$ cat src/rtl/gpio_pkg.sv
package gpio_pkg;
    localparam int NUM_PORTS  = 4;
    localparam int PORT_W     = 8;
    localparam int ADDR_W     = 8;
    localparam int NARROW_IDX = 2;
    localparam int NARROW_W   = 3;
    localparam int BANK_W     = NUM_PORTS * PORT_W;
    localparam int REG_SPAN   = 2 * NUM_PORTS;
    localparam int PIDX_W     = $clog2(NUM_PORTS);

    typedef logic [PORT_W-1:0] byte_t;

    typedef enum logic {
        SEL_LATCH = 1'b0,
        SEL_DIR   = 1'b1
    } reg_sel_e;

    typedef struct packed {
        logic              hit;
        logic [PIDX_W-1:0] port;
        reg_sel_e          sel;
    } decode_t;

    typedef struct packed {
        byte_t latch_view;
        byte_t dir_view;
    } port_view_t;

    function automatic int impl_width(input int idx);
        return (idx == NARROW_IDX) ? NARROW_W : PORT_W;
    endfunction

    function automatic decode_t decode_addr(input logic [ADDR_W-1:0] a);
        decode_t d;
        d.hit  = (a < ADDR_W'(REG_SPAN));
        d.port = a[PIDX_W:1];
        d.sel  = reg_sel_e'(a[0]);
        return d;
    endfunction
endpackage

$ cat src/rtl/gpio_sync.sv
module gpio_sync #(
    parameter int W = 8
) (
    input  logic         clk,
    input  logic         rst,
    input  logic [W-1:0] async_in,
    output logic [W-1:0] sync_out
);
    logic [W-1:0] stage1_q;
    logic [W-1:0] stage2_q;

    always_ff @(posedge clk) begin
        if (rst) begin
            stage1_q <= '0;
            stage2_q <= '0;
        end else begin
            stage1_q <= async_in;
            stage2_q <= stage1_q;
        end
    end

    assign sync_out = stage2_q;
endmodule

$ cat src/rtl/gpio_port.sv
module gpio_port
    import gpio_pkg::*;
#(
    parameter int IMPL_W = 8
) (
    input  logic       clk,
    input  logic       rst,
    input  logic       we_latch,
    input  logic       we_dir,
    input  byte_t      wdata,
    input  byte_t      pin_sync,
    input  byte_t      od_cfg,
    output byte_t      pin_out,
    output byte_t      pin_oe,
    output port_view_t view
);
    localparam byte_t IMPL_MASK = byte_t'((1 << IMPL_W) - 1);

    byte_t latch_q;
    byte_t dir_q;
    byte_t own_bits;

    always_ff @(posedge clk) begin
        if (rst) begin
            latch_q <= '0;
            dir_q   <= '0;
        end else begin
            if (we_latch) latch_q <= wdata & IMPL_MASK;
            if (we_dir)   dir_q   <= wdata & IMPL_MASK;
        end
    end

    // Push-pull outputs read their own latch; inputs and open-drain read the pad.
    assign own_bits = dir_q & ~od_cfg;

    assign pin_out = latch_q;
    assign pin_oe  = dir_q & ~(od_cfg & latch_q) & IMPL_MASK;

    assign view.latch_view = (((own_bits & latch_q) | (~own_bits & pin_sync)) & IMPL_MASK)
                             | ~IMPL_MASK;
    assign view.dir_view   = dir_q | ~IMPL_MASK;
endmodule

$ cat src/rtl/gpio_readmux.sv
module gpio_readmux
    import gpio_pkg::*;
(
    input  logic       clk,
    input  logic       rst,
    input  decode_t    dec,
    input  port_view_t views [NUM_PORTS],
    output byte_t      rdata
);
    byte_t rdata_d;

    always_comb begin
        rdata_d = '0;
        if (dec.hit) begin
            rdata_d = (dec.sel == SEL_DIR) ? views[dec.port].dir_view
                                           : views[dec.port].latch_view;
        end
    end

    always_ff @(posedge clk) begin
        if (rst) rdata <= '0;
        else     rdata <= rdata_d;
    end
endmodule

$ cat src/rtl/gpio_bank.sv
module gpio_bank
    import gpio_pkg::*;
(
    input  logic              clk,
    input  logic              rst,
    input  logic [ADDR_W-1:0] bus_addr,
    input  logic              bus_we,
    input  logic [PORT_W-1:0] bus_wdata,
    output logic [PORT_W-1:0] bus_rdata,
    input  logic [BANK_W-1:0] pin_in,
    input  logic [BANK_W-1:0] pin_od,
    output logic [BANK_W-1:0] pin_out,
    output logic [BANK_W-1:0] pin_oe
);
    decode_t           dec;
    logic [BANK_W-1:0] pin_sync;
    port_view_t        views [NUM_PORTS];

    assign dec = decode_addr(bus_addr);

    gpio_sync #(.W(BANK_W)) u_sync (
        .clk      (clk),
        .rst      (rst),
        .async_in (pin_in),
        .sync_out (pin_sync)
    );

    for (genvar p = 0; p < NUM_PORTS; p++) begin : g_port
        logic we_latch;
        logic we_dir;

        assign we_latch = bus_we && dec.hit && (dec.port == PIDX_W'(p)) && (dec.sel == SEL_LATCH);
        assign we_dir   = bus_we && dec.hit && (dec.port == PIDX_W'(p)) && (dec.sel == SEL_DIR);

        gpio_port #(.IMPL_W(impl_width(p))) u_port (
            .clk      (clk),
            .rst      (rst),
            .we_latch (we_latch),
            .we_dir   (we_dir),
            .wdata    (bus_wdata),
            .pin_sync (pin_sync[p*PORT_W +: PORT_W]),
            .od_cfg   (pin_od[p*PORT_W +: PORT_W]),
            .pin_out  (pin_out[p*PORT_W +: PORT_W]),
            .pin_oe   (pin_oe[p*PORT_W +: PORT_W]),
            .view     (views[p])
        );
    end

    gpio_readmux u_mux (
        .clk   (clk),
        .rst   (rst),
        .dec   (dec),
        .views (views),
        .rdata (bus_rdata)
    );
endmodule

$ cat config.mk
export PLATFORM = sky130hd
export DESIGN_NAME = gpio_bank
export DESIGN_NICKNAME = d
export VERILOG_FILES = /design/src/rtl/gpio_pkg.sv /design/src/rtl/gpio_sync.sv /design/src/rtl/gpio_port.sv /design/src/rtl/gpio_readmux.sv /design/src/rtl/gpio_bank.sv
export SDC_FILE = /design/constraint.sdc
export NUM_CORES = 1
export LEC_CHECK = 0
export ABC_AREA = 1
export BUFFER_PORTS_ARGS = -buffer_cell sky130_fd_sc_hd__buf_2
export CAP_MARGIN = 40
export CORE_MARGIN = 1.5
export CORE_UTILIZATION = 56
export CTS_CLUSTER_DIAMETER = 60
export DETAILED_ROUTE_END_ITERATION = 8
export GPL_TIMING_DRIVEN = 0
export PLACE_DENSITY = 0.9
export SETUP_SLACK_MARGIN = 0.05
export SLEW_MARGIN = 20
export SYNTH_ARGS = -nofsm -noshare
export SYNTH_HDL_FRONTEND = slang
export SYNTH_SLANG_ARGS = --single-unit
$ cat constraint.sdc
create_clock -name clk -period 3 [get_ports clk]
set_clock_uncertainty 0.05 [all_clocks]
set_input_delay 0.3 -clock clk [delete_from_list [all_inputs] [get_ports clk]]
set_output_delay 0.3 -clock clk [all_outputs]
set_load 0.01 [all_outputs]
[Word-level counts from Yosys, hierarchy flattened]
Index checks and enable logic that the tools add are counted.
Operators by class
  magnitude comparators: 2
  eq/ne operators: 3
  mux-type cells: 4
  bitwise logic cells: 39
  reductions and logical operators: 15
Operators by type and width (number)
  8-bit bitwise AND: 15
  8-bit NOT: 9
  16-bit binary-select mux with 2-bit select: 1
  16-bit two-way mux: 2
  8-bit OR: 3
  3-bit bitwise AND: 5
  1-bit logical AND: 13
  3-bit NOT: 3
  8-bit by 4-bit less-than comparator with 1-bit output (second input constant): 1
  8-bit two-way mux: 1
  2-bit == test (second input constant): 2
  3-bit greater-or-equal comparator (second input constant): 1
  2-bit NOT with 3-bit output: 1
  3-bit OR: 1
  2-bit by 1-bit == test with 1-bit output (second input constant): 1
  2-bit logical NOT: 1
  1-bit NOT: 2
  2-bit OR reduction: 1
Word-level totals
  register bits: 126
  input port bits: 83
  output and inout port bits: 72
  logic and storage cells: 74

[Logic depth before layout (Yosys ltp)]
Gate-level depths: netlist of run 1.
  word-level depth: 9
  gate-level depth with buffers: 8
  depth with buffers taken out: 7

[Cells and area by module]
A second synthesis of run 1 with hierarchy kept.
Second synthesis, totals
  cell total of the unflattened synthesis: 950
  area, all modules: 6160.9 um2
Modules (own cells, without submodules)
  gpio_port at g_port[0].u_port ...: instances 3, cells each 142, area an instance 888.4 um2
  gpio_sync: instances 1, cells each 199, area an instance 1840.5 um2
  gpio_readmux: instances 1, cells each 224, area an instance 1076.0 um2
  gpio_port at g_port[2].u_port: instances 1, cells each 74, area an instance 465.4 um2
  gpio_bank: instances 1, cells each 27, area an instance 113.9 um2

[Least setup slack after synthesis of run 1]
Ideal clock, no wire load.
  kind: input-to-reg
  start: input port bus_addr[0]
  end: register u_mux.rdata[6]
  setup time: 0.115 ns
  data arrival time: 1.213 ns
  required time: 2.835 ns
  setup slack: 1.622 ns
  cell stages on the path: 7
  buffers on the path: 3
  cell sequence: buf_2 inv_1 buf_2 buf_2 nand3_1 nor2_1 nor2_1
Between the ends
  longest elaborated chain between the ends: 3
  elaborated cells on any way between the ends: 4
  those cells by class: 1 x order compare; 1 x mux; 1 x bitwise; 1 x reduce/logical
RTL lines
  from (decl): line gpio_bank.sv:6  | input logic [ADDR_W-1:0] bus_addr,
  8-bit by 4-bit less-than comparator with 1-bit output: line gpio_pkg.sv:35  | d.hit = (a < ADDR_W'(REG_SPAN));
  1-bit NOT (no source line)
  2-bit OR reduction (no source line)
  to (signal assigned): line gpio_readmux.sv:22  | else rdata <= rdata_d;
  to (decl): line gpio_readmux.sv:8  | output byte_t rdata
Several ways; a longest one is shown, not always the timed one.
A chain may end at the register's enable or synchronous reset.

[Final worst setup path of run 1]
  start: register g_port[3].u_port.dir_q[5]
  end: output port pin_oe[29]
Between the ends
  longest elaborated chain between the ends: 1
RTL lines
  from (decl): line gpio_port.sv:20  | byte_t dir_q;
  from (signal assigned): line gpio_port.sv:29  | if (we_dir) dir_q <= wdata & IMPL_MASK;
  8-bit bitwise AND: line gpio_port.sv:37  | assign pin_oe = dir_q & ~(od_cfg & latch_q) & IMPL_MASK;
  to (decl): line gpio_bank.sv:13  | output logic [BANK_W-1:0] pin_oe
No other way between the ends.

==> metrics, run 1 <==
outcome=completed; # setup viols final=0; switching power share of the total=0.243; fin. max-slew vios=0; Slew headroom=0.477; CP max-delay cell=dfxtp_1; first-pass GRT wire length=about 26000 µm; syn_area_per_cell=approximately 6.6 µm²; M1 GR Usage=0.396; Die Wd=around 100 µm; GRT overflow=0; Flop pwr share=0.421; switching pwr=just over 0.9 mW; worst-margin pin slew=785 ps; Vias=roughly 6000; n_diodes=0; Distinct cells, synth=22; vias in the first global route=~5600; post-route insts no fill=1168; clock tree from TritonCTS=done; CTS root buffer=clkbuf_8; Die ar.=roughly 10000 µm²; PnR Total Power=about 3.8 mW; Synth Register Bits=around 120; CP endpoint kind=output pin; Clock power frac=0.493; Clock Path Buffers=2; Clock Latency Late Sink=approximately 520 ps; CP Buf/Inv Count=2; worst vdd ir=approximately 0.34 mV; Final TNS setup=0 ps; met2 Use GR=0.520; Mapped Area=between 5000 and 6000 µm²; CTS buffer count=17; # Max-Cap Violations=0; initial antenna violation count=0; core area=between 9000 and 10000 µm²; GR Util met3=0.0807; Final Hold Viols=0; startpoint types=flip-flop; Worst EP required=2650 ps; I/O pin cnt=approximately 160; minimum clock period=about 1600 ps; worst path cell trace=inv_1, a21oi_1, buf_2; GPL Wtd Cong=0.948; maximum clock frequency=0.616 GHz; power share of the combinational group=0.086; sequential fraction of the synthesis area=0.419; Global Route Usage Sum=0.327; HPWL Detailed=11400 µm; R2R setup slack=around 1700 ps; Residual DRC=0; clk slew on worst S/H paths=~60 ps; Initial Util=0.572; dpl cells=1110; Layout area overhead=30.1%; Leakage=roughly 3.7 nW; Pint=between 2 and 3 mW; Critical Path Fanout Max=4; largest net degree at the start of global routing=17; busiest grt layer=met2; Critical Path AT=about 1300 ps; pwr dens=523 nW/µm²; post-synthesis cell count=around 840; Routed WL per cell=14.3 µm; Detail Route Antenna Nets=0; htree depth=4; fin crit share=0.541; Largest delay share family, worst path=flip-flops; Ys Warns=0; PortBufs=around 130; worst hold path type=input port to flip-flop; Via density=5.15; share of layout cells above drive strength 1=0.197; RSZ-0062 raised after global routing=false; nets@finish=between 1000 and 1500; drt total wl=16800 µm; post-CTS resize count=0; 1st-iter DRT viols=521; CP Class=flip-flop to output pin; Cell Rows=36; CTS Sinks=~120; WHS=approximately 100 ps; die height=just over 100 µm; first drt pass iteration count=5; max incr delay on CP=between 400 and 500 ps
-- cell families (layout without fill, tap and decap cells) --
logic type / count (synthesis) / after routing / share of synthesized area
flops: 116 / 116 / 0.419
other cells: 1 / 10 / 0.000677
buf+inv: 232 / 421 / 0.170
compound gates: 74 / 74 / 0.0784
simple gates: 414 / 414 / 0.331
-- area by class of cell --
cell class                 count  area (µm²)
inverter                     187         702
tap                          133         166
buffer                        45         241
fill                         736        2480
clock buffer                  22         463
multi-input combinational    498        2300
timing repair buffer         158         926
sequential                   116        2320
clock inverter                 9        80.1
-- tightest hold or removal path, cell delays in order --
cell and delay [ps]:
buf_2 100, inv_2 90, nand2_1 90, nor2_1 40
-- final timing paths --
check / startpoint / cells past startpoint / endpoint
hold / removal: rst / 4 / g_port[1].u_port.pin_out[1]$_SDFFE_PP0P_
hold reg to reg: u_sync.stage1_q[17]$_SDFF_PP0_ / 2 / u_sync.sync_out[17]$_SDFF_PP0_
setup reg to reg: g_port[1].u_port.dir_q[0]$_SDFFE_PP0P_ / 7 / u_mux.rdata[0]$_SDFF_PP0_
setup / recovery: g_port[3].u_port.dir_q[5]$_SDFFE_PP0P_ / 3 / pin_oe[29]
-- Yosys cell counts --
master | number | area, µm²
a21oi_1 | 44 | 220
buf_1 | 13 | 48.8
buf_2 | 16 | 80.1
buf_4 | 14 | 105
clkbuf_1 | 2 | 7.51
conb_1 | 1 | 3.75
dfxtp_1 | 116 | 2320
inv_1 | 183 | 687
inv_2 | 4 | 15.0
nand2_1 | 153 | 574
nand3_1 | 39 | 195
nand4_1 | 56 | 350
nand4_2 | 4 | 50.1
nand4_4 | 2 | 42.5
nor2_1 | 156 | 586
nor2_2 | 2 | 12.5
nor2_4 | 2 | 22.5
o2111ai_1 | 3 | 26.3
o211ai_1 | 2 | 15.0
o21ai_0 | 5 | 25.0
o21ai_1 | 1 | 5.00
o21bai_1 | 19 | 143
-- metal layers --
layer  vias up  share of wire
li1       2913              -
met1      2640           0.38
met2       373           0.46
met3        90           0.10
met4         0          0.053
met5         -              0
-- power groups by stage --
stage          combinational [mW]  clock, mW  sequential (mW)
2_1_floorplan               0.170          0             1.62
3_3_place_gp                0.276          0             1.62
3_5_place_dp                0.281          0             1.62
4_1_cts                     0.310       1.84             1.59
5_1_grt                     0.352       1.93             1.59
6_report                    0.324       1.86             1.59
-- what timing repair did --
item,CTS,global route
hold buffers,27,0
hold endpoints to repair,27,0
setup buffers,0,0
-- state kept, by name, summed over array words and instances (netlist names) --
| name | cells |
|---|---|
| g_port.u_port.dir_q | 27 |
| u_mux.rdata | 8 |
| u_sync.sync_out | 27 |
| g_port.u_port.pin_out | 27 |
| u_sync.stage1_q | 27 |
-- layout by cell type, fill, tap and decap left out --
master / n
bufinv_16: 1
buf_4: 14
o21bai_1: 19
nand4_2: 4
inv_2: 4
clkinvlp_4: 4
dlygate4sd3_1: 27
nand3_1: 39
clkinv_2: 4
clkbuf_1: 4
conb_1: 10
clkbuf_8: 4
buf_1: 13
o211ai_1: 2
clkbuf_16: 16
inv_1: 183
nor2_4: 2
o21ai_0: 5
nand2_1: 153
nand4_1: 56
nor2_2: 2
nor2_1: 156
buf_2: 147
dfxtp_1: 116
a21oi_1: 44
nand4_4: 2
o2111ai_1: 3
o21ai_1: 1
-- metrics by stage --
stage                     instance area, µm²  worst slack [ps]   util
after floorplan                         5570              1620      -
after global placement                  6390              1150  0.660
after detailed placement                6390              1170  0.660
after CTS                               7210              1400  0.744
after global routing                    7210              1310  0.744
final                                   7210              1380  0.744
Note: power is estimated with default switching activity, not from simulation.
==> inputs of run 2 (changes only) <==
Settings changed: ABC_AREA 1 to 0, CORE_UTILIZATION 56 to 46, PLACE_DENSITY 0.9 to 0.81.
Clock period 3 ns to 1.35 ns, I/O delays scaled along.
==> run 2 against run 1 <==
The flow now finishes with violations (negative setup slack). Synthesized cell count decreased by 45%. Via count is 26% lower. Worst setup slack worse by 1500 ps.
==> metrics, run 2 <==
outcome=finished with violations; failing checks=negative setup slack; power share of the combinational group=0.074; worst-margin pin slew=~710 ps; clk slew on worst S/H paths=around 50 ps; CTS Sinks=roughly 120; htree depth=4; Initial Util=0.473; FF+latch area=around 2400 µm²; core area=10300 µm²; pwr dens=between 1000 and 1500 nW/µm²; EDFF count, synth=0; Distinct cells, synth=39; dpl cells=~740; Leakage=3.55 nW; GPL Wtd Cong=roughly 0.88; CP Class=flip-flop to flip-flop; post-layout util=0.695; switching power share of the total=0.219; Residual DRC=0; nets@finish=approximately 760; XOR/XNOR Fraction of Synth Area=0; Ys Warns=0; most common cell in the netlist=dfxtp_1; minimum clock period=1460 ps; fin crit share=1.08; 1st-iter DRT viols=~380; Final Hold Viols=0; mux contribution to synthesized area=0.176; fin. max-slew vios=0; Pint=6.73 mW; CP endpoint kind=flip-flop; HPWL Detailed=9590 µm; Flop pwr share=0.408; startpoint types=flip-flop; initial antenna violation count=0; vias in the first global route=between 4000 and 5000; PortBufs=130; drt total wl=between 15000 and 20000 µm; Vias=4475; Slew headroom=0.529; post-synth top area share=0.475; Synth top cells by count=dfxtp_1, mux2i_1, nor2b_1; Most used DFF post-synth=dfxtp_1; Die Wd=106 µm; worst hold path type=input port to flip-flop; maximum clock frequency=0.684 GHz; Worst EP required=1710 ps; Clock Latency Late Sink=roughly 530 ps; footprint of the multi-input gates=between 2000 and 3000 µm²; RSZ-0062 raised after global routing=true; Routed WL per cell=~19 µm; leading cell types in the layout, fill and taps excluded=buf_2, dfxtp_1, mux2i_1, nor2b_1, nor2_1; # Max-Cap Violations=0; largest net degree at the start of global routing=17; CTS root buffer=clkbuf_8; Async SR Flop Fraction=0; Reg2Reg Depth=3; hold depth=3; Clock Path Buffers=2; post-synthesis cell count=~460; sequential fraction of the synthesis area=0.475; worst vdd ir=about 0.77 mV; GRT overflow=0; area leader, netlist=dfxtp_1; Die ar.=about 11000 µm²; CTS buffer count=17; syn_area_per_cell=10.6 µm²; Synth Area in Adders=0; Mapped Area=4880 µm²; Critical Path Fanout Max=4; Synth Register Bits=~120; share of layout cells above drive strength 1=0.441; Layout area overhead=47.0%; Final WS setup=-111 ps; Cell Rows=37; first-pass GRT wire length=roughly 23000 µm; n_diodes=0; Simple-Gate Fraction of Synth Area=0.209; post-route insts no fill=between 800 and 900; post-synthesis compound-gate area fraction=0.0991; first drt pass iteration count=5; Clock power frac=0.518; # setup viols final=18; commonest non-fill, non-tap cell in the layout=buf_2; die height=approximately 110 µm; clock tree from TritonCTS=done; I/O pin cnt=155; Detail Route Antenna Nets=0; Critical Path AT=about 1800 ps; Filler cells=between 600 and 700; Via density=about 5.4; switching pwr=around 1.9 mW; top cells by area, synth=dfxtp_1, mux2i_1, nor2b_1; Global Route Usage Sum=0.268; main combinational cell family by area after synthesis=simple AND/OR/NAND/NOR gates
run 2: cell types whose count changed after synthesis, moves of 54 or more:
cell,previous run,this run
nor2b_1,0,61
mux2i_1,0,68
nand2_1,153,2
nor2_1,156,54
inv_1,183,2
nand4_1,56,2
run 2: worst max-delay path, stage by stage, from the launching register on:
cell and delay (ps):
dfxtp_2 340, mux4_2 490, and2_4 180, o31a_1 280
run 2: power by group through the flow:
stage | sequential (mW) | combinational (mW) | clock (mW)
6_report | 3.51 | 0.637 | 4.46
5_1_grt | 3.52 | 0.672 | 4.62
4_1_cts | 3.52 | 0.594 | 4.46
3_5_place_dp | 3.60 | 0.493 | 0
3_3_place_gp | 3.59 | 0.480 | 0
2_1_floorplan | 3.59 | 0.275 | 0
run 2: path summary, 6_finish.rpt:
kind	start	endpoint	slack [ps]
worst max-delay path	g_port[3].u_port.dir_q[1]$_SDFFE_PP0P_	u_mux.rdata[1]$_SDFF_PP0_	-110
worst min-delay path	bus_wdata[1]	g_port[0].u_port.dir_q[1]$_SDFFE_PP0P_	4
worst max register to register	g_port[3].u_port.dir_q[1]$_SDFFE_PP0P_	u_mux.rdata[1]$_SDFF_PP0_	-110
worst min register to register	u_sync.stage1_q[7]$_SDFF_PP0_	u_sync.sync_out[7]$_SDFF_PP0_	380
run 2: kinds of logic after synthesis:
family | after synthesis
compound gates | 64
buf+inv | 36
flops | 116
mux | 81
other cells | 1
simple gates | 164
run 2: what timing repair did:
action	4_1_cts	5_1_grt
hold endpoints to repair	58	0
pin swaps	6	11
hold buffers	33	0
gates resized for setup	86	45
setup buffers	15	11
endpoints found under the setup margin	35	82
run 2: area by class of cell:
class                           count  area share
Buffer                             34      0.0265
Tap cell                          136      0.0237
Multi-Input combinational cell    319       0.365
Inverter                            2     0.00105
Clock inverter                      9      0.0178
Clock buffer                       22      0.0645
Timing Repair Buffer              189       0.168
Sequential cell                   116       0.333
run 2: stage by stage:
step	setup WS [ps]	setup TNS [ps]	total power, mW	area (µm²)	hold WS (ps)
2_1_floorplan	-21.8	-215	3.86	4920	213
3_3_place_gp	-447	-23070	4.07	5750	298
3_5_place_dp	-479	-26560	4.09	5750	297
4_1_cts	-76.9	-391	8.58	6950	1.78
5_1_grt	-131	-1530	8.81	7180	35.5
6_report	-111	-526	8.61	7180	4.22
run 2: per-layer routing:
metal,vias to the layer above,part of all wire,track usage
li1,2032,-,-
met1,2120,0.40,0.314
met2,270,0.49,0.452
met3,53,0.082,0.0754
met4,0,0.033,0.131
met5,-,0,0
